**src/rtl/spi_slv_pkg.sv**
```systemverilog
package spi_slv_pkg;
  typedef struct packed {
    logic cpol;
    logic cpha;
    logic wide;
  } link_mode_t;
endpackage

```
**src/rtl/spi_slv_sync.sv**
```systemverilog
module spi_slv_sync #(
  parameter int unsigned W = 3,
  parameter int unsigned STAGES = 2,
  parameter logic [W-1:0] RST_VAL = '0
) (
  input  logic         clk,
  input  logic         rst_n,
  input  logic [W-1:0] d,
  output logic [W-1:0] q
);
  logic [W-1:0] chain [STAGES];

  always_ff @(posedge clk or negedge rst_n) begin
    if (!rst_n) chain[0] <= RST_VAL;
    else        chain[0] <= d;
  end

  for (genvar s = 1; s < STAGES; s++) begin : g_stage
    always_ff @(posedge clk or negedge rst_n) begin
      if (!rst_n) chain[s] <= RST_VAL;
      else        chain[s] <= chain[s-1];
    end
  end

  assign q = chain[STAGES-1];
endmodule

```
**src/rtl/spi_slv_engine.sv**
```systemverilog
module spi_slv_engine
  import spi_slv_pkg::*;
#(
  parameter int unsigned LONG_W  = 16,
  parameter int unsigned SHORT_W = 8
) (
  input  logic              clk,
  input  logic              rst_n,
  input  link_mode_t        mode,
  input  logic              sck_s,
  input  logic              mosi_s,
  input  logic              ss_n_s,
  input  logic [LONG_W-1:0] load_word,
  output logic              word_start,
  output logic              word_done,
  output logic [LONG_W-1:0] rx_word,
  output logic              miso,
  output logic              miso_oe
);
  localparam int unsigned CW = $clog2(LONG_W + 1);

  logic              ss_q, sck_q, active;
  logic [CW-1:0]     cnt, nbits;
  logic [LONG_W-1:0] tx_sh, rx_sh;
  logic              sck_rise, sck_fall, lead_edge, trail_edge;
  logic              sample_edge, drive_edge;

  assign nbits      = mode.wide ? CW'(LONG_W) : CW'(SHORT_W);
  assign sck_rise   = sck_s & ~sck_q;
  assign sck_fall   = ~sck_s & sck_q;
  assign lead_edge  = mode.cpol ? sck_fall : sck_rise;
  assign trail_edge = mode.cpol ? sck_rise : sck_fall;
  assign sample_edge = mode.cpha ? trail_edge : lead_edge;
  assign drive_edge  = mode.cpha ? lead_edge  : trail_edge;
  assign word_start  = ss_q & ~ss_n_s;

  always_ff @(posedge clk or negedge rst_n) begin
    if (!rst_n) begin
      ss_q      <= 1'b1;
      sck_q     <= 1'b0;
      active    <= 1'b0;
      cnt       <= '0;
      tx_sh     <= '0;
      rx_sh     <= '0;
      word_done <= 1'b0;
      rx_word   <= '0;
    end else begin
      ss_q      <= ss_n_s;
      sck_q     <= sck_s;
      word_done <= 1'b0;
      if (word_start) begin
        active <= 1'b1;
        cnt    <= '0;
        tx_sh  <= load_word;
        rx_sh  <= '0;
      end else if (ss_n_s) begin
        active <= 1'b0;
      end else if (active) begin
        if (sample_edge) begin
          rx_sh <= {rx_sh[LONG_W-2:0], mosi_s};
          cnt   <= cnt + 1'b1;
          if (cnt == nbits - 1'b1) begin
            active    <= 1'b0;
            word_done <= 1'b1;
            rx_word   <= {rx_sh[LONG_W-2:0], mosi_s};
          end
        end
        if (drive_edge && (!mode.cpha || cnt != '0))
          tx_sh <= {tx_sh[LONG_W-2:0], 1'b0};
      end
    end
  end

  assign miso_oe = ~ss_n_s;
  assign miso    = ss_n_s ? 1'b0 : (mode.wide ? tx_sh[LONG_W-1] : tx_sh[SHORT_W-1]);

  assert_bit_count_R3: assert property (@(posedge clk) disable iff (!rst_n)
    active |-> (cnt < nbits));
  assert_single_word_R1: assert property (@(posedge clk) disable iff (!rst_n)
    word_done |-> !active);
  assert_short_upper_zero_R3: assert property (@(posedge clk) disable iff (!rst_n)
    (word_done && !mode.wide) |-> (rx_word[LONG_W-1:SHORT_W] == '0));
endmodule

```
**src/rtl/spi_slv_txbuf.sv**
```systemverilog
module spi_slv_txbuf #(
  parameter int unsigned LONG_W = 16
) (
  input  logic              clk,
  input  logic              rst_n,
  input  logic              wr_valid,
  input  logic [LONG_W-1:0] wr_data,
  output logic              wr_ready,
  input  logic              send_zero,
  input  logic              start,
  output logic [LONG_W-1:0] load_word
);
  logic              held;
  logic [LONG_W-1:0] hold_reg, last_sent;

  assign wr_ready  = ~held;
  assign load_word = held ? hold_reg : (send_zero ? '0 : last_sent);

  always_ff @(posedge clk or negedge rst_n) begin
    if (!rst_n) begin
      held      <= 1'b0;
      hold_reg  <= '0;
      last_sent <= '0;
    end else begin
      if (start) begin
        last_sent <= load_word;
        held      <= 1'b0;
      end
      if (wr_valid && wr_ready) begin
        hold_reg <= wr_data;
        held     <= 1'b1;
      end
    end
  end

  assert_take_on_start_R10: assert property (@(posedge clk) disable iff (!rst_n)
    (start && held) |=> !held);
  assert_accept_fills_R10: assert property (@(posedge clk) disable iff (!rst_n)
    (wr_valid && wr_ready) |=> !wr_ready);
  assert_zero_fill_R5: assert property (@(posedge clk) disable iff (!rst_n)
    (start && !held && send_zero) |=> (last_sent == '0));
endmodule

```
**src/rtl/spi_slv_rxbuf.sv**
```systemverilog
module spi_slv_rxbuf #(
  parameter int unsigned LONG_W = 16
) (
  input  logic              clk,
  input  logic              rst_n,
  input  logic              done,
  input  logic [LONG_W-1:0] word,
  input  logic              get_more,
  input  logic              rd_ready,
  output logic              rd_valid,
  output logic [LONG_W-1:0] rd_data,
  input  logic              ovr_clr,
  output logic              overrun
);
  logic pop;
  assign pop = rd_valid & rd_ready;

  always_ff @(posedge clk or negedge rst_n) begin
    if (!rst_n) begin
      rd_valid <= 1'b0;
      rd_data  <= '0;
      overrun  <= 1'b0;
    end else begin
      if (done) begin
        if (!rd_valid || pop) begin
          rd_data  <= word;
          rd_valid <= 1'b1;
        end else if (get_more) begin
          rd_data <= word;
        end
      end else if (pop) begin
        rd_valid <= 1'b0;
      end
      if (done && rd_valid && !pop) overrun <= 1'b1;
      else if (ovr_clr)             overrun <= 1'b0;
    end
  end

  assert_drop_keeps_R8: assert property (@(posedge clk) disable iff (!rst_n)
    (done && rd_valid && !pop && !get_more) |=> $stable(rd_data));
  assert_overrun_set_R9: assert property (@(posedge clk) disable iff (!rst_n)
    (done && rd_valid && !pop) |=> overrun);
  assert_pop_empties_R11: assert property (@(posedge clk) disable iff (!rst_n)
    (pop && !done) |=> !rd_valid);
  assert_done_fills_R11: assert property (@(posedge clk) disable iff (!rst_n)
    done |=> rd_valid);
endmodule

```
**src/rtl/spi_slv_port.sv**
```systemverilog
module spi_slv_port
  import spi_slv_pkg::*;
#(
  parameter int unsigned LONG_W      = 16,
  parameter int unsigned SHORT_W     = 8,
  parameter int unsigned SYNC_STAGES = 2
) (
  input  logic              clk,
  input  logic              rst_n,
  input  logic              cpol,
  input  logic              cpha,
  input  logic              wide,
  input  logic              send_zero,
  input  logic              get_more,
  input  logic              spi_sck,
  input  logic              spi_mosi,
  input  logic              spi_ss_n,
  output logic              spi_miso,
  output logic              spi_miso_oe,
  input  logic              tx_valid,
  output logic              tx_ready,
  input  logic [LONG_W-1:0] tx_data,
  output logic              rx_valid,
  input  logic              rx_ready,
  output logic [LONG_W-1:0] rx_data,
  output logic              tx_empty,
  output logic              rx_full,
  output logic              overrun,
  input  logic              overrun_clr
);
  logic [2:0]        pins_s;
  logic              start, done;
  logic [LONG_W-1:0] load_word, rx_word;
  link_mode_t        mode;

  assign mode = '{cpol: cpol, cpha: cpha, wide: wide};

  spi_slv_sync #(.W(3), .STAGES(SYNC_STAGES), .RST_VAL(3'b100)) u_sync (
    .clk(clk), .rst_n(rst_n),
    .d({spi_ss_n, spi_mosi, spi_sck}), .q(pins_s)
  );

  spi_slv_engine #(.LONG_W(LONG_W), .SHORT_W(SHORT_W)) u_engine (
    .clk(clk), .rst_n(rst_n), .mode(mode),
    .sck_s(pins_s[0]), .mosi_s(pins_s[1]), .ss_n_s(pins_s[2]),
    .load_word(load_word), .word_start(start), .word_done(done),
    .rx_word(rx_word), .miso(spi_miso), .miso_oe(spi_miso_oe)
  );

  spi_slv_txbuf #(.LONG_W(LONG_W)) u_tx (
    .clk(clk), .rst_n(rst_n), .wr_valid(tx_valid), .wr_data(tx_data),
    .wr_ready(tx_ready), .send_zero(send_zero), .start(start),
    .load_word(load_word)
  );

  spi_slv_rxbuf #(.LONG_W(LONG_W)) u_rx (
    .clk(clk), .rst_n(rst_n), .done(done), .word(rx_word),
    .get_more(get_more), .rd_ready(rx_ready), .rd_valid(rx_valid),
    .rd_data(rx_data), .ovr_clr(overrun_clr), .overrun(overrun)
  );

  assign tx_empty = tx_ready;
  assign rx_full  = rx_valid;

  assert_oe_follows_select_R12: assert property (@(posedge clk) disable iff (!rst_n)
    $rose(pins_s[2]) |-> !spi_miso_oe);
endmodule

```
**config.mk**
```make
export PLATFORM = sky130hd
export DESIGN_NAME = spi_slv_port
export DESIGN_NICKNAME = d
export VERILOG_FILES = /design/src/rtl/spi_slv_pkg.sv /design/src/rtl/spi_slv_sync.sv /design/src/rtl/spi_slv_engine.sv /design/src/rtl/spi_slv_txbuf.sv /design/src/rtl/spi_slv_rxbuf.sv /design/src/rtl/spi_slv_port.sv
export SDC_FILE = /design/constraint.sdc
export NUM_CORES = 1
export LEC_CHECK = 0
export ABC_AREA = 1
export BUFFER_PORTS_ARGS = -buffer_cell sky130_fd_sc_hd__buf_2
export CAP_MARGIN = 10
export CORE_MARGIN = 2
export CORE_UTILIZATION = 30
export DETAILED_ROUTE_END_ITERATION = 7
export GPL_TIMING_DRIVEN = 0
export SKIP_LAST_GASP = 1
export SYNTH_ARGS = -nofsm -noshare
export SYNTH_HDL_FRONTEND = slang
export SYNTH_SLANG_ARGS = --single-unit
```
**constraint.sdc**
```tcl
create_clock -name clk -period 3.6 [get_ports clk]
set_input_delay 0.18 -clock clk [delete_from_list [all_inputs] [get_ports clk]]
set_output_delay 0.18 -clock clk [all_outputs]
set_load 0.05 [all_outputs]
```
==> flow_summary_export.csv <==
group,metric,value,unit
synthesis,synthesis.area,0.00492,sq mm
sta,clock_skew,0.00649,ns
setup_path,ff2ff_path_depth,9,
routing,ant_nets,0,
clock_tree,clockRootBuffer,"clkbuf_16",
routing,via_per_inst,4.44,
die,core-area,0.0159,sq mm
run_status,status,"completed",
pwr,peakVddDrop,0.000353,V
routing,drtPass1Iterations,5,
sta,slew-limit-headroom,64.6,%
clock_tree,post_cts_buffers,0,
sta,fin_crit_sh,46.5,%
setup_path,crit_arrival,1.97,ns
cells_and_area,fin_nets,636,
global_route,grt_pass1_wl,17600,um
clock_tree,cts.path.max_buffers,2,
sta,rsz0062_at_grt,"false",
cells_and_area,syn_to_final_growth,26.3,%
synthesis,synth-seq-cells,113,
cells_and_area,n_antenna_cell,0,
place,io_buffers,51,
synthesis,synth_area_leader_cell,"dfrtp_1",
cells_and_area,drive_gt1_share,23.9,%
die,ioPinCount,52,
place,dp_hpwl,7040,um
clock_tree,cts_made_buffers,17,
sta,fmax,0.597,GHz
setup_path,critical_path_class,"flip-flop to flip-flop",
die,start_util,30.8,%
routing,avgRoutedWirePerCell,12.4,um
synthesis,synth_top_area_share,56.0,%
synthesis,syn-num-nets,551,
clock_tree,numClockSinks,113,
clock_tree,htreeDepth,4,
global_route,grt_util_all_layers,12.5,%
worst_hold_path,hp-class,"primary input to flip-flop",
synthesis,synth_area_leaders,"dfrtp_1, nand2_1, mux2_2",
global_route,grt_max_degree,74,
global_route,antenna_found_initial,0,
die,rows,46,
sta,worst_pin_slew,0.531,ns
pwr,p_sw,943,uW
cells_and_area,fin_cells,834,
die,die-area,0.0174,sq mm
sta,slew_viol_final,0,
pwr,comb_power_share,14.3,%
clock_tree,cts-resized-gates,0,
routing,drtIter0Drc,249,
routing,post-route-drc-count,0,
setup_path,r2r_slack,1.92,ns
synthesis,yosysSeqAreaShare,57.6,%
setup_path,cp-startpoint,"u_engine.cnt[0]",
synthesis,synth.distinct_cells,26,
clock_tree,clock_latency,0.40,ns
setup_path,r2r-end,"u_engine.rx_word[14]",
setup_path,crit_path_end_kind,"flip-flop",
clock_tree,cts_hold_buffers,13,
routing,via_count,3703,
sta,tns,0,ns
cells_and_area,fin_util,38.9,%
setup_path,cp_max_fo,10,
setup_path,cp-endpoint,"u_engine.rx_word[14]",
setup_path,start_kind,"flip-flop",
synthesis,synth.avg_cell_area,9.45,sq um
die,die_y,132,um
pwr,clkPwrFrac,44.4,%
routing,routed_wl,10300,um
sta,period_needed,1.68,ns
setup_path,crit_required,3.90,ns
pwr,pwr-share-seq,41.4,%
place,placedCellCount,788,
synthesis,postSynthCellCount,520,
global_route,grt_overflow,0,
pwr,p_leak,0.00324,uW
global_route,grt_pass1_vias,3749,
setup_path,r2r_start,"u_engine.cnt[0]",
sta,hold_viol,0,
clock_tree,cts_tree,"done",
synthesis,yosys_warnings,0,
die,die_width,132,um
pwr,p_per_area,603,mW/mm^2
clock_tree,clk_pin_slew,0.05,ns
pwr,p_int,2800,uW
place,gp_congestion,0.827,
sta,setup_viol,0,
pwr,p_sw_share,25.2,%
run,drv_cap,0,
worst max-delay path: stages, from the launching register on:
cell and delay [ns]:
dfrtp_1 0.40, ha_1 0.21, nand2_2 0.08, nor2_2 0.10
nand3_2 0.14, nor2_8 0.20, nand3_4 0.15, buf_6 0.17
nand2_1 0.07, nand2_1 0.05
per-layer routing:
layer / vias up / global-route usage (%) / part of all wire [%]
met5: - / 0 / 0
met4: 0 / 4.35 / 1.0
met3: 13 / 3.27 / 4.2
met2: 89 / 21.0 / 49
met1: 1740 / 15.5 / 45
li1: 1861 / - / -
Yosys cell counts:
cell type / instances
ha_1: 2
inv_2: 3
nor2_2: 1
dfstp_2: 3
nand3_1: 38
nand3_4: 1
buf_1: 2
nand3_2: 1
buf_4: 5
a21oi_1: 3
xor2_1: 1
nor2_8: 2
buf_2: 12
nand2_1: 140
o22ai_1: 3
nand4_1: 21
o21ai_0: 46
nand2_2: 6
buf_6: 3
mux2_2: 30
clkbuf_1: 2
dfrtp_1: 110
nor2_1: 18
inv_1: 59
o21ai_2: 1
o21ai_1: 7
layout by cell type (no fill, tap or decap), drive strengths merged, types with 14 or more instances in the layout:
cell type and instances:
nand2 146, nand3 40, nand4 21, dfrtp 110, inv 62, o21ai 54
nor2 21, clkbuf 29, mux2 30, dlygate4sd3 14, buf 74
metrics by stage:
stage | total power, uW | worst slack, ns | hold slack (ns) | area, sq um
CTS | 3780 | 1.90 | 0.00373 | 6200
floorplan | 1930 | 1.74 | -0.116 | 4920
detailed placement | 2090 | 1.94 | 0.198 | 5470
finish | 3750 | 1.92 | 0.0150 | 6210
global route | 3950 | 1.80 | 0.00725 | 6210
global placement | 2060 | 1.10 | 0.288 | 5440
worst min-delay path by stage:
| stage | slack [ns] | startpoint | endpoint | cells after the start |
|---|---|---|---|---|
| 5_1_grt | 0.007 | tx_data[6] | u_tx.hold_reg[6] | 2 |
| 3_5_place_dp | 0.20 | rst_n | u_rx.rd_valid | 1 |
| 3_3_place_gp | 0.29 | spi_ss_n | u_sync.chain[5] | 1 |
| 2_1_floorplan | -0.12 | rst_n | u_engine.active | 0 |
| 6_report | 0.01 | tx_data[6] | u_tx.hold_reg[6] | 2 |
| 4_1_cts | 0.004 | tx_data[10] | u_tx.hold_reg[10] | 2 |
final cells by class:
cell class | instances | area [sq um]
timing repair buffer | 66 | 425
sequential | 113 | 2830
tap | 216 | 270
inverter | 62 | 233
buffer | 24 | 146
clock inverter | 5 | 75.1
clock buffer | 27 | 523
fill | 1592 | 9730
multi-input combinational | 321 | 1710
power groups by stage:
| stage | registers [uW] | clock network [uW] | logic [uW] |
|---|---|---|---|
| 6_report | 1550 | 1660 | 535 |
| 5_1_grt | 1570 | 1770 | 609 |
| 4_1_cts | 1550 | 1690 | 539 |
| 3_5_place_dp | 1570 | 0 | 521 |
| 3_3_place_gp | 1560 | 0 | 498 |
| 2_1_floorplan | 1540 | 0 | 386 |
cell families after synthesis:
kind of cell / count (synthesis) / share of synthesized area (%)
fa+ha+maj: 2 / 0.509
mux: 30 / 6.87
flops: 113 / 57.6
simple gates: 228 / 20.9
compound gates: 60 / 6.26
buf+inv: 86 / 7.71
xor+xnor: 1 / 0.178
(Power assumes the default switching activity.)
